--- src/rtl/swd_pkg.sv ---
package swd_pkg;

    localparam int FIELD_W = 5;

    typedef enum logic {
        SPACE_NARROW = 1'b0,
        SPACE_WIDE   = 1'b1
    } space_e;

    // Configuration word: two windows, base field then log2 size field each
    typedef struct packed {
        logic [FIELD_W-1:0] wide_log2;
        logic [FIELD_W-1:0] wide_base;
        logic [FIELD_W-1:0] narrow_log2;
        logic [FIELD_W-1:0] narrow_base;
    } win_cfg_t;

    localparam int CFG_W = $bits(win_cfg_t);

    localparam win_cfg_t CFG_RESET = '{
        wide_log2:   5'd12,
        wide_base:   5'd0,
        narrow_log2: 5'd19,
        narrow_base: 5'd0
    };

    function automatic logic in_range(logic [FIELD_W-1:0] v,
                                      logic [FIELD_W-1:0] lo,
                                      logic [FIELD_W-1:0] hi);
        return (v >= lo) && (v <= hi);
    endfunction

endpackage

--- src/rtl/swd_cfg_reg.sv ---
module swd_cfg_reg
    import swd_pkg::*;
(
    input  logic               clk,
    input  logic               rst,
    input  logic               wr,
    input  logic [CFG_W-1:0]   wdata,
    output win_cfg_t           cfg,
    output logic               ready
);
    always_ff @(posedge clk) begin
        if (rst) begin
            cfg   <= CFG_RESET;
            ready <= 1'b0;
        end else if (wr) begin
            cfg   <= win_cfg_t'(wdata);
            ready <= 1'b1;
        end
    end
endmodule

--- src/rtl/swd_window.sv ---
module swd_window
    import swd_pkg::*;
#(
    parameter int SPACE_W  = 24,
    parameter int MIN_LOG2 = 19,
    parameter int MAX_LOG2 = 22
) (
    input  logic [FIELD_W-1:0] base_field,
    input  logic [FIELD_W-1:0] log2_field,
    input  logic [SPACE_W-1:0] addr,
    output logic               in_win,
    output logic               at_mon,
    output logic [SPACE_W-1:0] win_off
);
    localparam int BASE_LSB = SPACE_W - FIELD_W;
    localparam logic [FIELD_W-1:0] LO = FIELD_W'(MIN_LOG2);
    localparam logic [FIELD_W-1:0] HI = FIELD_W'(MAX_LOG2);
    localparam logic [SPACE_W-1:0] ONE = SPACE_W'(1);
    localparam logic [SPACE_W-1:0] LWORD_LOW = SPACE_W'(3);

    logic               legal;
    logic [SPACE_W-1:0] mask;
    logic [SPACE_W-1:0] base_full;

    always_comb begin
        legal     = in_range(log2_field, LO, HI);
        mask      = legal ? ((ONE << log2_field) - ONE) : '0;
        base_full = '0;
        base_full[SPACE_W-1:BASE_LSB] = base_field;
        in_win    = legal && ((addr & ~mask) == (base_full & ~mask));
        win_off   = in_win ? (addr & mask) : '0;
        at_mon    = in_win && ((win_off | LWORD_LOW) == mask);
    end
endmodule

--- src/rtl/slave_win_decoder.sv ---
module slave_win_decoder
    import swd_pkg::*;
#(
    parameter int ADDR_W      = 32,
    parameter int NARROW_W    = 24,
    parameter int NARROW_MIN  = 19,
    parameter int NARROW_MAX  = 22,
    parameter int WIDE_MIN    = 12,
    parameter int WIDE_MAX    = 27
) (
    input  logic              clk,
    input  logic              rst,
    input  logic              cfg_wr,
    input  logic [19:0]       cfg_wdata,
    input  logic              win_en,
    input  logic              acc_valid,
    input  logic              acc_space,
    input  logic [ADDR_W-1:0] acc_addr,
    output logic              cfg_ready,
    output logic              mem_hit,
    output logic              mon_hit,
    output logic [ADDR_W-1:0] offset
);
    localparam int NWIN = 2;

    typedef struct packed {
        logic              mem;
        logic              mon;
        logic [ADDR_W-1:0] off;
    } result_t;

    win_cfg_t          cfg;
    logic              ready_q;
    logic [NWIN-1:0]   w_in;
    logic [NWIN-1:0]   w_mon;
    logic [ADDR_W-1:0] w_off [NWIN];
    result_t           res_d, res_q;

    swd_cfg_reg u_cfg (
        .clk   (clk),
        .rst   (rst),
        .wr    (cfg_wr),
        .wdata (cfg_wdata),
        .cfg   (cfg),
        .ready (ready_q)
    );

    for (genvar i = 0; i < NWIN; i++) begin : g_win
        localparam int SW = (i == 0) ? NARROW_W : ADDR_W;
        localparam int LO = (i == 0) ? NARROW_MIN : WIDE_MIN;
        localparam int HI = (i == 0) ? NARROW_MAX : WIDE_MAX;
        logic [SW-1:0] loc_off;
        logic          loc_in, loc_mon;

        swd_window #(.SPACE_W(SW), .MIN_LOG2(LO), .MAX_LOG2(HI)) u_win (
            .base_field (i == 0 ? cfg.narrow_base : cfg.wide_base),
            .log2_field (i == 0 ? cfg.narrow_log2 : cfg.wide_log2),
            .addr       (acc_addr[SW-1:0]),
            .in_win     (loc_in),
            .at_mon     (loc_mon),
            .win_off    (loc_off)
        );

        assign w_in[i]  = loc_in;
        assign w_mon[i] = loc_mon;
        assign w_off[i] = ADDR_W'(loc_off);
    end

    always_comb begin
        logic gate;
        logic sel;
        sel   = (space_e'(acc_space) == SPACE_WIDE);
        gate  = acc_valid && win_en && ready_q && w_in[sel];
        res_d.mem = gate && !w_mon[sel];
        res_d.mon = gate && w_mon[sel];
        res_d.off = gate ? w_off[sel] : '0;
    end

    always_ff @(posedge clk) begin
        if (rst) res_q <= '0;
        else     res_q <= res_d;
    end

    assign cfg_ready = ready_q;
    assign mem_hit   = res_q.mem;
    assign mon_hit   = res_q.mon;
    assign offset    = res_q.off;
endmodule

--- config.mk ---
export PLATFORM = sky130hd
export DESIGN_NAME = slave_win_decoder
export DESIGN_NICKNAME = d
export VERILOG_FILES = /design/src/rtl/swd_pkg.sv /design/src/rtl/swd_cfg_reg.sv /design/src/rtl/swd_window.sv /design/src/rtl/slave_win_decoder.sv
export SDC_FILE = /design/constraint.sdc
export NUM_CORES = 1
export LEC_CHECK = 0
export BUFFER_PORTS_ARGS = -buffer_cell sky130_fd_sc_hd__buf_2
export CAP_MARGIN = 20
export CELL_PAD_IN_SITES_DETAIL_PLACEMENT = 1
export CELL_PAD_IN_SITES_GLOBAL_PLACEMENT = 1
export CORE_AREA = 5 5 80 111
export DETAILED_ROUTE_END_ITERATION = 8
export DIE_AREA = 0 0 85 116
export GPL_ROUTABILITY_DRIVEN = 0
export PLACE_DENSITY = 0.83
export SYNTH_ARGS = -nofsm -noshare
export SYNTH_HDL_FRONTEND = slang
export SYNTH_SLANG_ARGS = --single-unit
--- constraint.sdc ---
create_clock -name clk -period 5.5 [get_ports clk]
set_input_delay 0.275 -clock clk [delete_from_list [all_inputs] [get_ports clk]]
set_output_delay 0.275 -clock clk [all_outputs]
set_load 0.1 [all_outputs]
### Yosys cells after proc, flatten, opt, wreduce, memory -nomap -nowiden

Cells that the tools add are included.
W data, S select, Z words.

* input bits: 58
* logic and storage cells: 56
* register bits after elaboration: 55
* output and inout bits: 35

* $add $sub $neg: 2
* equal/unequal tests: 4
* reductions and logical operators: 13
* bitwise operators: 10
* order comparisons: 6
* mux-type cells: 11
* shift-type cells: 2

Operators by type and width (count)
* $mux W32: 5
* $and A32 B32 Y32: 3
* $and A24 B24 Y24: 3
* $eq A32 B32 Y1: 2
* $eq A24 B24 Y1: 2
* $mux W24: 2
* $not A32 Y32: 1
* $shl A1 B5 Y32 const A: 1
* $sub A32 B1 Y32 const B: 1
* $not A24 Y24: 1
* $shl A1 B5 Y24 const A: 1
* $sub A24 B1 Y24 const B: 1
* $logic_and A1 B1 Y1: 11
* $le A5 B5 Y1 const B: 2
* $ge A5 B4 Y1 const B: 1
* $ge A5 B5 Y1 const B: 1
* $mux W1: 4
* $ge A2 B2 Y1 const B: 1
* $lt A1 B2 Y1 const B: 1
* $not A1 Y2: 1
* $reduce_or A2 Y1: 1
* $logic_not A1 Y1: 1
* $not A1 Y1: 1

### Depth between registers and ports, before layout

Gate-level depths: netlist of run 1.

* depth after elaboration: 14
* gate-level depth with buffers: 14
* mapped depth without buffers: 11

### By module

A second synthesis of run 1 with hierarchy kept.

* cells, all modules: 418
* area, all modules: 3719.8 µm²

By module, submodules not included
* slave_win_decoder: cells each 112, area an instance 1338.8 µm², instances 1, seq. area each 680.7 µm²
* swd_window at g_win[1].u_win: cells each 154, area an instance 1019.7 µm², instances 1, seq. area each 0.0 µm²
* swd_cfg_reg: cells each 68, area an instance 764.5 µm², instances 1, seq. area each 420.4 µm²
* swd_window at g_win[0].u_win: cells each 84, area an instance 596.8 µm², instances 1, seq. area each 0.0 µm²

### Worst setup path after synthesis of run 1

No wires, ideal clock.

* path kind: reg-to-reg
* start: register, netlist name u_cfg.cfg[18]
* end: register res_q (netlist bit mem_hit)
* library setup time: 0.115 ns
* cell stages (with the launch flop): 14
* path buffers: 2
* data required time: 5.385 ns
* clock period less this slack: 3.099 ns
* setup slack: 2.401 ns
* arrival: 2.985 ns
* cells stage by stage: dfxtp_1 buf_6 nor3_2 nand3_1 ha_1 buf_2 nor3_1 o21ai_0 a32o_1 nor4_4 nand4_1 a2111oi_0 a41oi_1 and2_1

* cells in the longest elaborated chain, start to end: 14
* elaborated cells between the ends (all ways): 22
* classes of those cells: add/sub: 1; order compare: 2; eq/ne: 2; shift: 1; mux: 6; bitwise: 4; reduce/logical: 6

RTL lines
* $shl A1 B5 Y32, or another cell as far along: line swd_window.sv:27 `mask = legal ? ((ONE << log2_field) - ONE) : '0;`
* $sub A32 B1 Y32 or $logic_and A1 B1 Y1 (tied branches): line swd_window.sv:27, swd_pkg.sv:30
* $mux W32: line swd_window.sv:27
* $not A32 Y32: line swd_window.sv:30 `in_win = legal && ((addr & ~mask) == (base_full & ~mask));`
* $and A32 B32 Y32: line swd_window.sv:30
* $eq A32 B32 Y1: line swd_window.sv:30
* $logic_and A1 B1 Y1: line swd_window.sv:30
* $mux W32: line swd_window.sv:31 `win_off = in_win ? (addr & mask) : '0;`
* $eq A32 B32 Y1: line swd_window.sv:32 `at_mon = in_win && ((win_off | LWORD_LOW) == mask);`
* $logic_and A1 B1 Y1: line swd_window.sv:32
* $mux W1 (implied by the code) (2 in a row): line slave_win_decoder.sv:74 `res_d.mem = gate && !w_mon[sel];`
* $logic_not A1 Y1: line slave_win_decoder.sv:74
* $logic_and A1 B1 Y1 (*): line slave_win_decoder.sv:74
* to (signal assigned): line slave_win_decoder.sv:81 `else res_q <= res_d;`
* to (decl): line slave_win_decoder.sv:37 `result_t res_d, res_q;`

Every way passes the cells marked *; elsewhere a longest branch is shown, timed or not. The select of a mux whose other input is x is not followed.
A chain may end at the register's enable or synchronous reset.

### Final worst setup path of run 1

* start: register, netlist name u_cfg.cfg[16]
* end: register res_q (netlist bit mem_hit)

* cells in the longest elaborated chain, start to end: 14
* elaborated cells between the ends (all ways): 22
* classes of those cells: add/sub: 1; order compare: 2; eq/ne: 2; shift: 1; mux: 6; bitwise: 4; reduce/logical: 6

RTL lines (line)
* $shl A1 B5 Y32, or another cell as far along: swd_window.sv:27
* $sub A32 B1 Y32 or $logic_and A1 B1 Y1 (tied branches): swd_window.sv:27, swd_pkg.sv:30
* $mux W32: swd_window.sv:27
* $not A32 Y32: swd_window.sv:30
* $and A32 B32 Y32: swd_window.sv:30
* $eq A32 B32 Y1: swd_window.sv:30
* $logic_and A1 B1 Y1: swd_window.sv:30
* $mux W32: swd_window.sv:31
* $eq A32 B32 Y1: swd_window.sv:32
* $logic_and A1 B1 Y1: swd_window.sv:32
* $mux W1 (implied by the code) (2 in a row): slave_win_decoder.sv:74
* $logic_not A1 Y1: slave_win_decoder.sv:74
* $logic_and A1 B1 Y1 (*): slave_win_decoder.sv:74

Marked as above.

==> qor.yml, run 1 <==
busiest_layer: "met2"
cts_hold_buf: 0
syn_area_per_cell_sq_um: 8.62
clockBufferDepth: 2
whs_ns: 0.149
ys_ff_latch: 55
initial_core_util_pct: 39.3
antenna_found_initial: 0
grt_max_degree: 24
vias: 3015
cap_violations: 0
drive_gt1_share_pct: 26.4
io_pins: 93
cts.sinks: 55
pre_cts_ws_ns: 1.58
synth_cell_types: 70
ys_seq_area_share_pct: 36.4
synth_common_cells: "55 x dfxtp_1, 35 x nor2_1, 26 x nand2_1"
core-area_sq_um: 7700
htreeDepth: 2
regArea_sq_um: 1100
routed_wirelength_um: 9750
grt_use_met2_pct: 35.8
synth_flop_cell: "dfxtp_1"
cp.arrival_ns: 4.29
antenna_left: 0
die-area_sq_um: 9860
yosys_warnings: 0
fin_nets: 495
numCtsBuffers: 5
p_leak_uw: 0.00161
hold_violations: 0
via_per_inst: 5.63
cp-start-kind: "flop"
fin_tns_setup_ns: 0
numPortBuffers: 92
area_delta_synth_final_pct: 19.6
post_cts_resized: 0
drc: 0
slew_violations: 0
met3_usage_pct: 5.26
min_path_type: "primary input to flop"
multi_input_area_sq_um: 1800
drt_iter0_drc: 293
clock.fmax_mhz: 246
grt_use_met1_pct: 21.4
rsz0062_at_grt: "false"
rows: 38
relSlewSlack_pct: 45.1
tritoncts: "done"
syn-cell-area_sq_um: 3030
outcome: "complete, no violations"
synthCells: 351
end_kind: "flop"
antenna_cells: 0
fp.dieW_um: 85
yosysTopAreaCell: "dfxtp_1"
tightest_slew_ns: 0.823
hpwl_um: 7770
grt.overflow.total: 0
wl_per_cell_um: 18.2
fin_crit_sh_pct: 73.8
setup_slack_ns: 1.44
synth.top_cell.area_share_pct: 36.4
async_flop_share_pct: 0
drt_first_pass_iters: 4
crit_fanout: 21
ctsRootBufferMaster: "clkbuf_8"
clk_latency_ns: 0.33
critPathKind: "flop to flop"
cts_setup_buffers: 0
die-height_um: 116
synth_most_common_cell: "dfxtp_1"
ir_drop_mv: 0.185
synth_area_leaders: "dfxtp_1 36%, mux2i_1 6.0%, nor2_1 4.3%, nand2_1 3.2%, xor2_1 2.6%"
fillers: 988
first_global_vias: 3163
synth_edf_count: 0
setup_viol: 0
post-route-min-period_ns: 4.06
finalClockSkew_ns: 0.00489
grtUsageTotal_pct: 19.9
clk_pin_slew_ns: 0.10
required_ns: 5.73
grt_pass1_wl_um: 15500
power.density_nw_per_um2: 224
-- layer usage --
metal / vias to the layer above / part of all wire (%)
met5: - / 0
met4: 0 / 3.7
met3: 31 / 7.4
met2: 112 / 51
met1: 1435 / 38
li1: 1437 / -
-- sequential cells by signal, summed over array words and instances, names as in the netlist --
name / count
u_cfg.ready: 1
u_cfg.cfg: 20
mon_hit: 1
offset: 32
mem_hit: 1
-- report_power, final --
part	internal, uW	switching (uW)	total, uW
combinational	56.7	96.0	153
clock	91.8	140	232
sequential	409	18.4	428
total	558	254	812
-- critical path, cell delays in order (launching register included) --
cell and delay, ns:
dfxtp_1 0.76, inv_1 0.22, nand3_1 0.14, ha_1 0.59
inv_1 0.25, a211oi_1 0.52, nor3b_1 0.17, nor2_1 0.33
nand4_1 0.13, a2111oi_0 0.43, a41oi_1 0.22, and2_1 0.21
-- cells by family (layout without fill, tap and decap cells) --
logic type	after synthesis	count (layout)	synth area share (%)
and+or+nand+nor	152	152	29.2
AOI/OAI and AO/OA	77	77	18.7
DFF	55	55	36.4
buffers and inverters	32	113	4.75
muxes	18	18	5.95
xor gates and xnor gates	14	14	4.05
adders and majority gates	2	2	0.827
other	1	5	0.124
-- through the flow --
stage	cells	power, uW	cell area, sq um	utilization (%)
after floorplan	355	535	3040	-
after global placement	528	582	3530	45.9
after detailed placement	528	588	3530	45.9
after CTS	536	817	3620	47.0
after global routing	536	849	3620	47.0
final	536	812	3620	47.0
-- cell usage in the layout (no fill, tap or decap), drive strengths merged, types with 11 or more instances in the layout --
cell type | netlist | layout
nor2 | 36 | 36
and2 | 11 | 11
buf | 9 | 92
mux2i | 18 | 18
nand2 | 26 | 26
inv | 13 | 14
a21oi | 16 | 16
dfxtp | 55 | 55
nand3 | 11 | 11
-- final cells by class --
class,count,share of cell area [%]
Tap cell,100,3.46
Clock inverter,2,0.449
Sequential cell,55,30.4
Multi-Input combinational cell,268,49.6
Inverter,13,1.35
Timing Repair Buffer,92,12.7
Clock buffer,6,2.00
-- worst paths after layout --
path | startpoint | to | slack, ns | depth (start not counted)
hold / removal | acc_addr[0] | offset[0] | 0.15 | 2
setup reg to reg | u_cfg.cfg[16] | mem_hit | 1.44 | 11
hold reg to reg | u_cfg.ready | u_cfg.ready | 0.50 | 2
setup / recovery | u_cfg.cfg[16] | mem_hit | 1.44 | 11
(Power assumes the default switching activity.)
==> run 2: changes to the inputs <==
--- a/config.mk
+++ b/config.mk
@@ -9,11 +9,11 @@
 export CAP_MARGIN = 20
 export CELL_PAD_IN_SITES_DETAIL_PLACEMENT = 1
 export CELL_PAD_IN_SITES_GLOBAL_PLACEMENT = 1
-export CORE_AREA = 5 5 80 111
+export CORE_AREA = 5 5 86 120
 export DETAILED_ROUTE_END_ITERATION = 8
-export DIE_AREA = 0 0 85 116
+export DIE_AREA = 0 0 91 125
 export GPL_ROUTABILITY_DRIVEN = 0
-export PLACE_DENSITY = 0.83
+export PLACE_DENSITY = 0.75
 export SYNTH_ARGS = -nofsm -noshare
 export SYNTH_HDL_FRONTEND = slang
 export SYNTH_SLANG_ARGS = --single-unit
==> constraint.sdc (replaced) <==
create_clock -name clk -period 3.3 [get_ports clk]
set_input_delay 0.165 -clock clk [delete_from_list [all_inputs] [get_ports clk]]
set_output_delay 0.165 -clock clk [all_outputs]
set_load 0.1 [all_outputs]
==> qor.yml, run 2 (synthesized netlist as in run 1, its figures left out) <==
outcome: "complete, no violations"
end_kind: "flop"
clock.fmax_mhz: 321
fin_crit_sh_pct: 94.4
grt_max_degree: 24
cp-start-kind: "flop"
crit_fanout: 12
area_delta_synth_final_pct: 31.4
vias: 3118
mostFrequentLayoutCells: "92 x buf_2, 55 x dfxtp_1, 35 x nor2_1"
hpwl_um: 8090
relSlewSlack_pct: 59.1
drt_iter0_drc: 155
numCtsBuffers: 5
min_path_type: "primary input to flop"
finalClockSkew_ns: 0.00818
tightest_slew_ns: 0.613
fin_nets: 521
post-route-min-period_ns: 3.11
drt_first_pass_iters: 4
cts_hold_buf: 0
grt_pass1_wl_um: 17000
fin_util_pct: 43.3
drc: 0
required_ns: 3.50
ir_drop_mv: 0.259
clk_latency_ns: 0.31
io_pins: 93
die-area_sq_um: 11400
numPortBuffers: 92
ctsRootBufferMaster: "clkbuf_16"
drive_gt1_share_pct: 32.3
initial_core_util_pct: 32.9
via_per_inst: 5.45
clockBufferDepth: 2
antenna_cells: 0
setup_viol: 0
largest_reg_flops: 32
layout_commonest_cell: "buf_2"
grt.overflow.total: 0
cap_violations: 0
die-height_um: 125
htreeDepth: 2
cp.arrival_ns: 3.32
pre_cts_ws_ns: -0.0807
fillers: 1111
critPathKind: "flop to flop"
routed_wirelength_um: 10300
first_global_vias: 3423
grtUsageTotal_pct: 18.4
setup_slack_ns: 0.186
slew_violations: 0
wl_per_cell_um: 18.0
tritoncts: "done"
antenna_left: 0
antenna_found_initial: 0
fp.dieW_um: 91
rows: 42
hold_violations: 0
clk_pin_slew_ns: 0.07
core-area_sq_um: 9200
p_leak_uw: 0.00179
cts.sinks: 55
power.density_nw_per_um2: 405
[run 2: cell count changes in the layout (fill, tap and decap cells not counted), moves of 2 or more]
cell / before / now
buf_4: 0 / 26
clkbuf_16: 0 / 5
clkbuf_8: 5 / 0
a2111oi_0: 4 / 2
nor3_4: 0 / 2
[run 2: power by group]
| part | internal, uW | total [uW] | switching (uW) |
|---|---|---|---|
| sequential | 682 | 698 | 15.4 |
| clock | 362 | 615 | 253 |
| combinational | 113 | 299 | 186 |
[run 2: worst paths after layout]
| kind | from | slack [ns] | endpoint | cells past startpoint |
|---|---|---|---|---|
| min | acc_addr[0] | 0.06 | offset[0] | 2 |
| max | u_cfg.cfg[19] | 0.19 | mem_hit | 11 |
| max reg2reg | u_cfg.cfg[19] | 0.19 | mem_hit | 11 |
| min reg2reg | u_cfg.ready | 0.50 | u_cfg.ready | 2 |
[run 2: timing repair]
action | 4_1_cts | 5_1_grt
pin swaps | 0 | 7
resized for setup | 2 | 13
buffers inserted | 0 | 5
setup endpoints to repair | 11 | 28
[run 2: per-stage QoR]
stage           TNS, ns  cells  total power [uW]  instance area [sq um]  hold slack, ns
6_report              0    572              1610                   3980          0.0586
4_1_cts               0    567              1620                   3870          0.0564
3_3_place_gp          0    559               990                   3700           0.370
5_1_grt        -0.00917    572              1690                   3980          0.0526
2_1_floorplan         0    355               891                   3040           0.279
3_5_place_dp    -0.0807    559               999                   3700           0.372
[run 2: critical path, cell delays in order (launching register included)]
cell,delay [ns]
dfxtp_1,0.33
nor3_4,0.22
nand2_1,0.12
ha_4,0.22
or4b_1,0.49
o211ai_1,0.11
o32ai_1,0.13
nor4_4,0.43
nand4_1,0.18
a2111oi_2,0.41
a41oi_2,0.17
and2_1,0.19
[run 2: area by class of cell]
cell class,count,area (sq um),share of cell area (%)
clock buffer,6,129,3.24
tap,110,138,3.46
sequential,55,1100,27.7
clock inverter,2,38.8,0.975
timing repair buffer,118,656,16.5
inverter,13,48.8,1.23
multi-input combinational,268,1870,46.9
[run 2: layer usage]
layer  GRT usage (%)  part of all wire (%)  vias up
li1                -                     -     1487
met1            19.0                    36     1483
met2            32.2                    51      110
met3            5.65                   7.1       38
met4            10.6                   5.3        0
met5               0                     0        -
